`config.mk`:
```
export PLATFORM = sky130hd
export DESIGN_NAME = dram_rd_seq
export DESIGN_NICKNAME = d
export VERILOG_FILES = /design/src/rtl/dram_rd_seq_pkg.sv /design/src/rtl/dram_rd_timing_lut.sv /design/src/rtl/dram_rd_burst_ctrl.sv /design/src/rtl/dram_rd_seq.sv
export SDC_FILE = /design/constraint.sdc
export NUM_CORES = 1
export LEC_CHECK = 0
export BUFFER_PORTS_ARGS = -buffer_cell sky130_fd_sc_hd__buf_2
export CORE_MARGIN = 2
export CORE_UTILIZATION = 30
export CTS_BUF_LIST = sky130_fd_sc_hd__clkbuf_4
export DETAILED_ROUTE_END_ITERATION = 10
export GPL_TIMING_DRIVEN = 1
export MAX_ROUTING_LAYER = met4
export PLACE_DENSITY_LB_ADDON = 0.3
export SYNTH_ARGS = -nofsm -noshare
export SYNTH_HDL_FRONTEND = slang
export SYNTH_HIERARCHICAL = 1
export SYNTH_SLANG_ARGS = --single-unit
export TNS_END_PERCENT = 50
```
`constraint.sdc`:
```
create_clock -name clk_i -period 3.4 [get_ports clk_i]
set_input_delay 0.51 -clock clk_i [delete_from_list [all_inputs] [get_ports clk_i]]
set_output_delay 0.51 -clock clk_i [all_outputs]
set_load 0.01 [all_outputs]
```
`src/rtl/dram_rd_seq_pkg.sv`:
```
package dram_rd_seq_pkg;

  localparam int WAIT_W = 2;

  typedef enum logic [1:0] {
    FREQ_33    = 2'b00,
    FREQ_25    = 2'b01,
    FREQ_20_16 = 2'b10,
    FREQ_RSVD  = 2'b11
  } freq_class_e;

  typedef struct packed {
    logic [WAIT_W-1:0] first_wait;
    logic [WAIT_W-1:0] gap_wait;
  } rd_timing_t;

endpackage

```
`src/rtl/dram_rd_timing_lut.sv`:
```
module dram_rd_timing_lut
  import dram_rd_seq_pkg::*;
(
  input  logic [1:0]  freq_sel_i,
  input  logic        edo_i,
  input  logic        latch_i,
  output rd_timing_t  timing_o
);

  localparam logic [WAIT_W-1:0] SLOW_FIRST = WAIT_W'(2);
  localparam logic [WAIT_W-1:0] SLOW_GAP   = WAIT_W'(1);

  freq_class_e freq_cls;
  logic        fast_path;

  assign freq_cls  = freq_class_e'(freq_sel_i);
  // latch lets fast-page data be captured like EDO below 33 MHz
  assign fast_path = edo_i | latch_i;

  always_comb begin
    timing_o.first_wait = SLOW_FIRST;
    timing_o.gap_wait   = SLOW_GAP;
    unique case (freq_cls)
      FREQ_25: begin
        if (fast_path) begin
          timing_o.first_wait = WAIT_W'(1);
          timing_o.gap_wait   = '0;
        end
      end
      FREQ_20_16: begin
        if (fast_path) begin
          timing_o.first_wait = '0;
          timing_o.gap_wait   = '0;
        end
      end
      default: begin
        // 33 MHz class and reserved code: latch does not help
        if (edo_i) timing_o.gap_wait = '0;
      end
    endcase
  end

  always_comb begin
    AST_WAIT_RANGE: assert (timing_o.first_wait <= SLOW_FIRST && timing_o.gap_wait <= SLOW_GAP);
  end

endmodule

```
`src/rtl/dram_rd_burst_ctrl.sv`:
```
module dram_rd_burst_ctrl #(
  parameter  int NUM_WORDS = 4,
  parameter  int WAIT_W    = 2,
  localparam int IDX_W     = (NUM_WORDS > 1) ? $clog2(NUM_WORDS) : 1
) (
  input  logic              clk_i,
  input  logic              rst_ni,
  input  logic              start_i,
  input  logic [WAIT_W-1:0] first_wait_i,
  input  logic [WAIT_W-1:0] gap_wait_i,
  output logic              busy_o,
  output logic              data_rdy_o,
  output logic [IDX_W-1:0]  word_idx_o,
  output logic              done_o
);

  localparam logic [IDX_W-1:0] LAST_IDX = IDX_W'(NUM_WORDS - 1);

  logic              busy_q;
  logic              rdy_q;
  logic [WAIT_W-1:0] cnt_q;
  logic [WAIT_W-1:0] gap_q;
  logic [IDX_W-1:0]  idx_q;
  logic              last_w;
  logic              accept_w;

  assign last_w   = (idx_q == LAST_IDX);
  assign accept_w = start_i && !busy_q;

  always_ff @(posedge clk_i or negedge rst_ni) begin
    if (!rst_ni) begin
      busy_q <= 1'b0;
      rdy_q  <= 1'b0;
      cnt_q  <= '0;
      gap_q  <= '0;
      idx_q  <= '0;
    end else if (accept_w) begin
      busy_q <= 1'b1;
      idx_q  <= '0;
      gap_q  <= gap_wait_i;
      if (first_wait_i == '0) begin
        rdy_q <= 1'b1;
        cnt_q <= '0;
      end else begin
        rdy_q <= 1'b0;
        cnt_q <= first_wait_i - WAIT_W'(1);
      end
    end else if (busy_q) begin
      if (rdy_q) begin
        if (last_w) begin
          busy_q <= 1'b0;
          rdy_q  <= 1'b0;
          idx_q  <= '0;
        end else begin
          idx_q <= idx_q + IDX_W'(1);
          if (gap_q == '0) begin
            rdy_q <= 1'b1;
          end else begin
            rdy_q <= 1'b0;
            cnt_q <= gap_q - WAIT_W'(1);
          end
        end
      end else if (cnt_q == '0) begin
        rdy_q <= 1'b1;
      end else begin
        cnt_q <= cnt_q - WAIT_W'(1);
      end
    end
  end

  assign busy_o     = busy_q;
  assign data_rdy_o = rdy_q;
  assign word_idx_o = idx_q;
  assign done_o     = rdy_q && last_w;

  AST_IDX_HOLD_WAIT: assert property (@(posedge clk_i) disable iff (!rst_ni)
    (busy_q && !rdy_q) |=> $stable(idx_q));
  AST_IDLE_QUIET: assert property (@(posedge clk_i) disable iff (!rst_ni)
    !busy_q |-> (!rdy_q && idx_q == '0));
  AST_QUIET_AFTER_DONE: assert property (@(posedge clk_i) disable iff (!rst_ni)
    done_o |=> (!rdy_q && !busy_q));
  AST_GAP_HELD: assert property (@(posedge clk_i) disable iff (!rst_ni)
    (busy_q && !done_o) |=> $stable(gap_q));
  AST_ZERO_GAP_BACK2BACK: assert property (@(posedge clk_i) disable iff (!rst_ni)
    (rdy_q && !last_w && gap_q == '0) |=> rdy_q);

endmodule

```
`src/rtl/dram_rd_seq.sv`:
```
module dram_rd_seq
  import dram_rd_seq_pkg::*;
#(
  parameter  int NUM_WORDS = 4,
  localparam int IDX_W     = (NUM_WORDS > 1) ? $clog2(NUM_WORDS) : 1
) (
  input  logic             clk_i,
  input  logic             rst_ni,
  input  logic             start_i,
  input  logic [1:0]       freq_sel_i,
  input  logic             edo_i,
  input  logic             latch_i,
  input  logic             dma_i,
  output logic             data_rdy_o,
  output logic [IDX_W-1:0] word_idx_o,
  output logic             done_o
);

  rd_timing_t timing_w;
  logic       busy_w;

  dram_rd_timing_lut u_lut (
    .freq_sel_i (freq_sel_i),
    .edo_i      (edo_i),
    .latch_i    (latch_i),
    .timing_o   (timing_w)
  );

  // CPU and DMA requests share one timing path
  dram_rd_burst_ctrl #(
    .NUM_WORDS (NUM_WORDS),
    .WAIT_W    (WAIT_W)
  ) u_ctrl (
    .clk_i        (clk_i),
    .rst_ni       (rst_ni),
    .start_i      (start_i),
    .first_wait_i (timing_w.first_wait),
    .gap_wait_i   (timing_w.gap_wait),
    .busy_o       (busy_w),
    .data_rdy_o   (data_rdy_o),
    .word_idx_o   (word_idx_o),
    .done_o       (done_o)
  );

  AST_DMA_ACCEPTED: assert property (@(posedge clk_i) disable iff (!rst_ni)
    (start_i && dma_i && !busy_w) |=> busy_w);
  AST_NO_FAST_AT_33: assert property (@(posedge clk_i) disable iff (!rst_ni)
    (start_i && !busy_w && freq_sel_i == 2'b00) |=> !data_rdy_o);

endmodule

```
Word level (Yosys, flattened, before mapping):

Index checks and enable logic that the tools add are counted.

* output and inout port bits: 4
* flip-flop bits (word level): 8
* input bits: 8
* logic and storage cells: 53

* muxes and demuxes: 27
* reductions and logical operators: 10
* bitwise logic cells: 1
* equal/unequal tests: 6
* $add $sub $neg: 4

Operators with widths (number)
* 2-to-1 mux 2 bit: 11
* 2-to-1 mux 1 bit: 12
* 2-to-1 mux 4 bit: 2
* one-hot mux 2 bit (2 select lines): 2
* logical NOT 2 bit: 3
* inequality test 3 bit, second input constant: 2
* subtractor 2 x 1 -> 2 bit, second input constant: 3
* == test 2 bit, second input constant: 2
* AND reduction 4 bit: 1
* nonzero test 2 bit: 2
* inequality test 3 x 1 -> 1 bit, second input constant: 1
* adder 2 x 1 -> 2 bit, second input constant: 1
* == test 2 x 1 -> 1 bit, second input constant: 1
* logical AND 1 bit: 2
* AND reduction 2 bit: 1
* logical NOT 1 bit: 1
* OR 1 bit: 1

Depth between registers and ports, before layout:

* depth in word-level cells: 6
* mapped depth: 7
* mapped depth without buffers: 7

Hierarchy:

The synthesis kept the hierarchy.

By module, submodules not included
* dram_rd_burst_ctrl: times used 1, sequential area each 200.2 µm², area an instance 483.0 µm², cells each 45
* dram_rd_timing_lut: times used 1, sequential area each 0.0 µm², area an instance 81.3 µm², cells each 12

Least setup slack after synthesis:

Ideal clock, no wire load.

* path type: input port to flip-flop
* from: in freq_sel_i[0]
* to: reg u_ctrl.cnt_q[0]
* setup slack: 1.800 ns
* setup time: 0.128 ns
* buffers on the path: 0
* cell stages on the path: 7
* required time: 3.272 ns
* arrival time: 1.473 ns
* cell sequence: inv_1 ha_1 inv_1 o211a_1 nand3b_1 o21ai_0 mux2_1

RTL lines
* start: declaration: RTL line dram_rd_seq.sv:10 `input logic [1:0] freq_sel_i,`
* end signal: assignment: RTL line dram_rd_burst_ctrl.sv:46 `cnt_q <= first_wait_i - WAIT_W'(1);`
* end signal: assignment: RTL line dram_rd_burst_ctrl.sv:60 `cnt_q <= gap_q - WAIT_W'(1);`
* end signal: assignment: RTL line dram_rd_burst_ctrl.sv:66 `cnt_q <= cnt_q - WAIT_W'(1);`
* end: declaration: RTL line dram_rd_burst_ctrl.sv:21 `logic [WAIT_W-1:0] cnt_q;`

Final worst setup path:

* from: reg u_ctrl.idx_q[0], in the netlist u_ctrl/word_idx_o[0]
* to: out done_o

* word-level cells in the longest chain between the ends: 2

RTL lines
* start: declaration: RTL line dram_rd_burst_ctrl.sv:23 `logic [IDX_W-1:0] idx_q;`
* start signal: assignment: RTL line dram_rd_burst_ctrl.sv:55 `idx_q <= idx_q + IDX_W'(1);`
* == test 2 bit: RTL line dram_rd_burst_ctrl.sv:27 `assign last_w = (idx_q == LAST_IDX);`
* logical AND 1 bit: RTL line dram_rd_burst_ctrl.sv:74 `assign done_o = rdy_q && last_w;`
* end: declaration: RTL line dram_rd_seq.sv:16 `output logic done_o`

No other way between the ends.

==> out/qor.txt <==
# clock sinks = 8
Max Cap Violations = 0
worst setup path category = register to primary output
EDFF count, synth = 0
Avg Inst Size Synth = 9.90 µm²
ys async rst share = 1.00
initial core utilization = 0.323
nets@finish = 80
CP endpoint kind = primary output
ratio of cells with drive above 1 in the final layout = 0.284
GRT overflow = 0
die area = 2240 µm²
Filler cells = 183
width of the die = 47.4 µm
initial antenna violation count = 0
Post-Syn Instances = 57
initial drt markers = 5
Ys Warns = 6
power density over the cells = 788 nW/µm²
critical path startpoint category = register
synthesized net count = 68
Setup violations, final = 0
Cell Area, Placed = 622 µm²
Final Hold Fails = 0
CTS root buf = clkbuf_4
worst vdd ir = 0.255 mV
vias per inst = 4.84
required time of the critical path = 2890 ps
post-synthesis sequential area ratio = 0.355
# diodes = 0
Leak Pwr = 0.324 nW
gr usage total = 0.124
cts repair resizes = 0
largest net degree at the start of global routing = 10
Placeable Area = 1750 µm²
maximum clock insertion buffer count = 2
outcome = finished, final reports clean
mapped cell area = 564 µm²
synthesis-to-layout area growth = 14.2%
H-Tree Depth = 1
grt met3 use = 0.0692
Ports = 12
clk_lat worst skew = 260 ps
first-pass GRT wire length = 1710 µm
Die H = 47.4 µm
std cell rows = 15
number of global-route vias before repair = 411
Top FF cell, synth = dfrtp_1
DP HPWL = 780 µm
input/output buffers = 10
gr busiest metal = met2
Via Count = 445
Max Clk Rate = 580 MHz
Layout Skew = 3.91 ps
number of synthesized register bits = 8
slowest cell delay on critical path = 420 ps
Final period util = 0.507
Avg WL per Cell = 11.0 µm
Total Neg Setup Slack = 0 ps
CP cell instances = ha_1 -> and2_1 -> buf_2
crit path max fanout = 5
clk slew on worst S/H paths = 50 ps
cts hold-fix bufs = 0
DRC viols = 0
WHS = 86.8 ps
Num CTS Buffers = 3
antenna-violating nets left = 0
CTS tree = yes
met1 Usage GRT = 0.138
Synth cell types = 30
Crit-path slowest cell = dfrtp_1
Final Wtd Congestion = 0.691
final wirelength = 1010 µm
RSZ-0062 raised after global routing = no
setup repair bufs after CTS = 0
Arr. time, crit path = 1220 ps
routing usage on met2 = 0.162
HP Class = input pin to asynchronous set/reset pin
minimum clock period = 1730 ps
power consumption = 508 µW
final instance area = 644 µm²
Slew Limit Fails = 0
First-pass DRT Iterations = 2
## registers in the layout (all words and copies together) (netlist names)
signal	count
u_ctrl/gap_q	2
u_ctrl/cnt_q	2
u_ctrl/word_idx_o	2
u_ctrl/busy_o	1
u_ctrl/data_rdy_o	1
## layout by cell type (no fill, tap or decap), types with 2 or more instances in the layout
cell type	instances
mux2_1	2
mux2_2	4
nor2_1	3
clkbuf_4	3
a21oi_1	4
o21ai_0	3
o21bai_1	2
dfrtp_1	8
a22o_1	2
inv_1	5
xnor2_1	2
buf_2	10
ha_1	3
## cell usage after synthesis, types with 2 or more instances
| cell | count | area share |
|---|---|---|
| dfrtp_1 | 8 | 0.35 |
| inv_1 | 5 | 0.033 |
| a21oi_1 | 4 | 0.035 |
| mux2_2 | 4 | 0.080 |
| ha_1 | 3 | 0.067 |
| nor2_1 | 3 | 0.020 |
| o21ai_0 | 3 | 0.027 |
| a22o_1 | 2 | 0.031 |
| mux2_1 | 2 | 0.040 |
| o21bai_1 | 2 | 0.027 |
| xnor2_1 | 2 | 0.031 |
## final timing paths
path	end	startpoint	cells past startpoint	slack (ps)
worst max-delay path	done_o	u_ctrl/word_idx_o[0]$_DFFE_PN0P_	3	1670
worst min-delay path	u_ctrl/data_rdy_o$_DFFE_PN0P_	rst_ni	1	90
worst max register to register	u_ctrl/cnt_q[1]$_DFFE_PN0P_	u_ctrl/data_rdy_o$_DFFE_PN0P_	4	1780
worst min register to register	u_ctrl/cnt_q[1]$_DFFE_PN0P_	u_ctrl/cnt_q[1]$_DFFE_PN0P_	1	540
max in group asynchronous	u_ctrl/cnt_q[1]$_DFFE_PN0P_	rst_ni	1	3140
min in group clk_i	u_ctrl/data_rdy_o$_DFFE_PN0P_	start_i	3	520
## critical path, delay by kind of cell, from the launching register on
| family | cells | cell delay (ps) |
|---|---|---|
| buf+inv | 1 | 130 |
| simple gates | 1 | 160 |
| fa+ha+maj | 1 | 250 |
| flops | 1 | 420 |
## final cells by class
cell class	instances	area [µm²]	share of cell area
multi-input combinational	41	322	0.499
sequential	8	200	0.311
timing repair buffer	10	50.0	0.0777
tap	25	31.3	0.0485
clock buffer	3	22.5	0.0350
inverter	5	18.8	0.0291
## through the flow
| step | setup WS [ps] | instances | util |
|---|---|---|---|
| global route | 1620 | 92 | 0.369 |
| detailed placement | 1620 | 89 | 0.356 |
| finish | 1670 | 92 | 0.369 |
| CTS | 1670 | 92 | 0.369 |
| global placement | 1640 | 89 | 0.356 |
| floorplan | 1800 | 57 | - |
## cells by family after synthesis
group | count (synthesis) | synth area share
compound gates | 17 | 0.206
xor+xnor | 2 | 0.0310
fa+ha+maj | 3 | 0.0665
buf+inv | 8 | 0.0754
flops | 8 | 0.355
mux | 7 | 0.137
other cells | 1 | 0.00665
simple gates | 11 | 0.122
## power breakdown
part	total, mW	internal, mW	leakage [nW]	switching (mW)
logic	0.240	0.137	0.215	0.103
clock network	0.0721	0.0403	0.0138	0.0318
registers	0.196	0.140	0.0951	0.0560
total	0.508	0.317	0.324	0.191
## metal layers
| layer | wire (µm) | up-vias |
|---|---|---|
| met2 | 445 | 5 |
| li1 | - | 225 |
| met4 | 29 | 0 |
| met1 | 484 | 211 |
| met3 | 48 | 4 |
| met5 | 0 | - |
(Power assumes the default switching activity.)
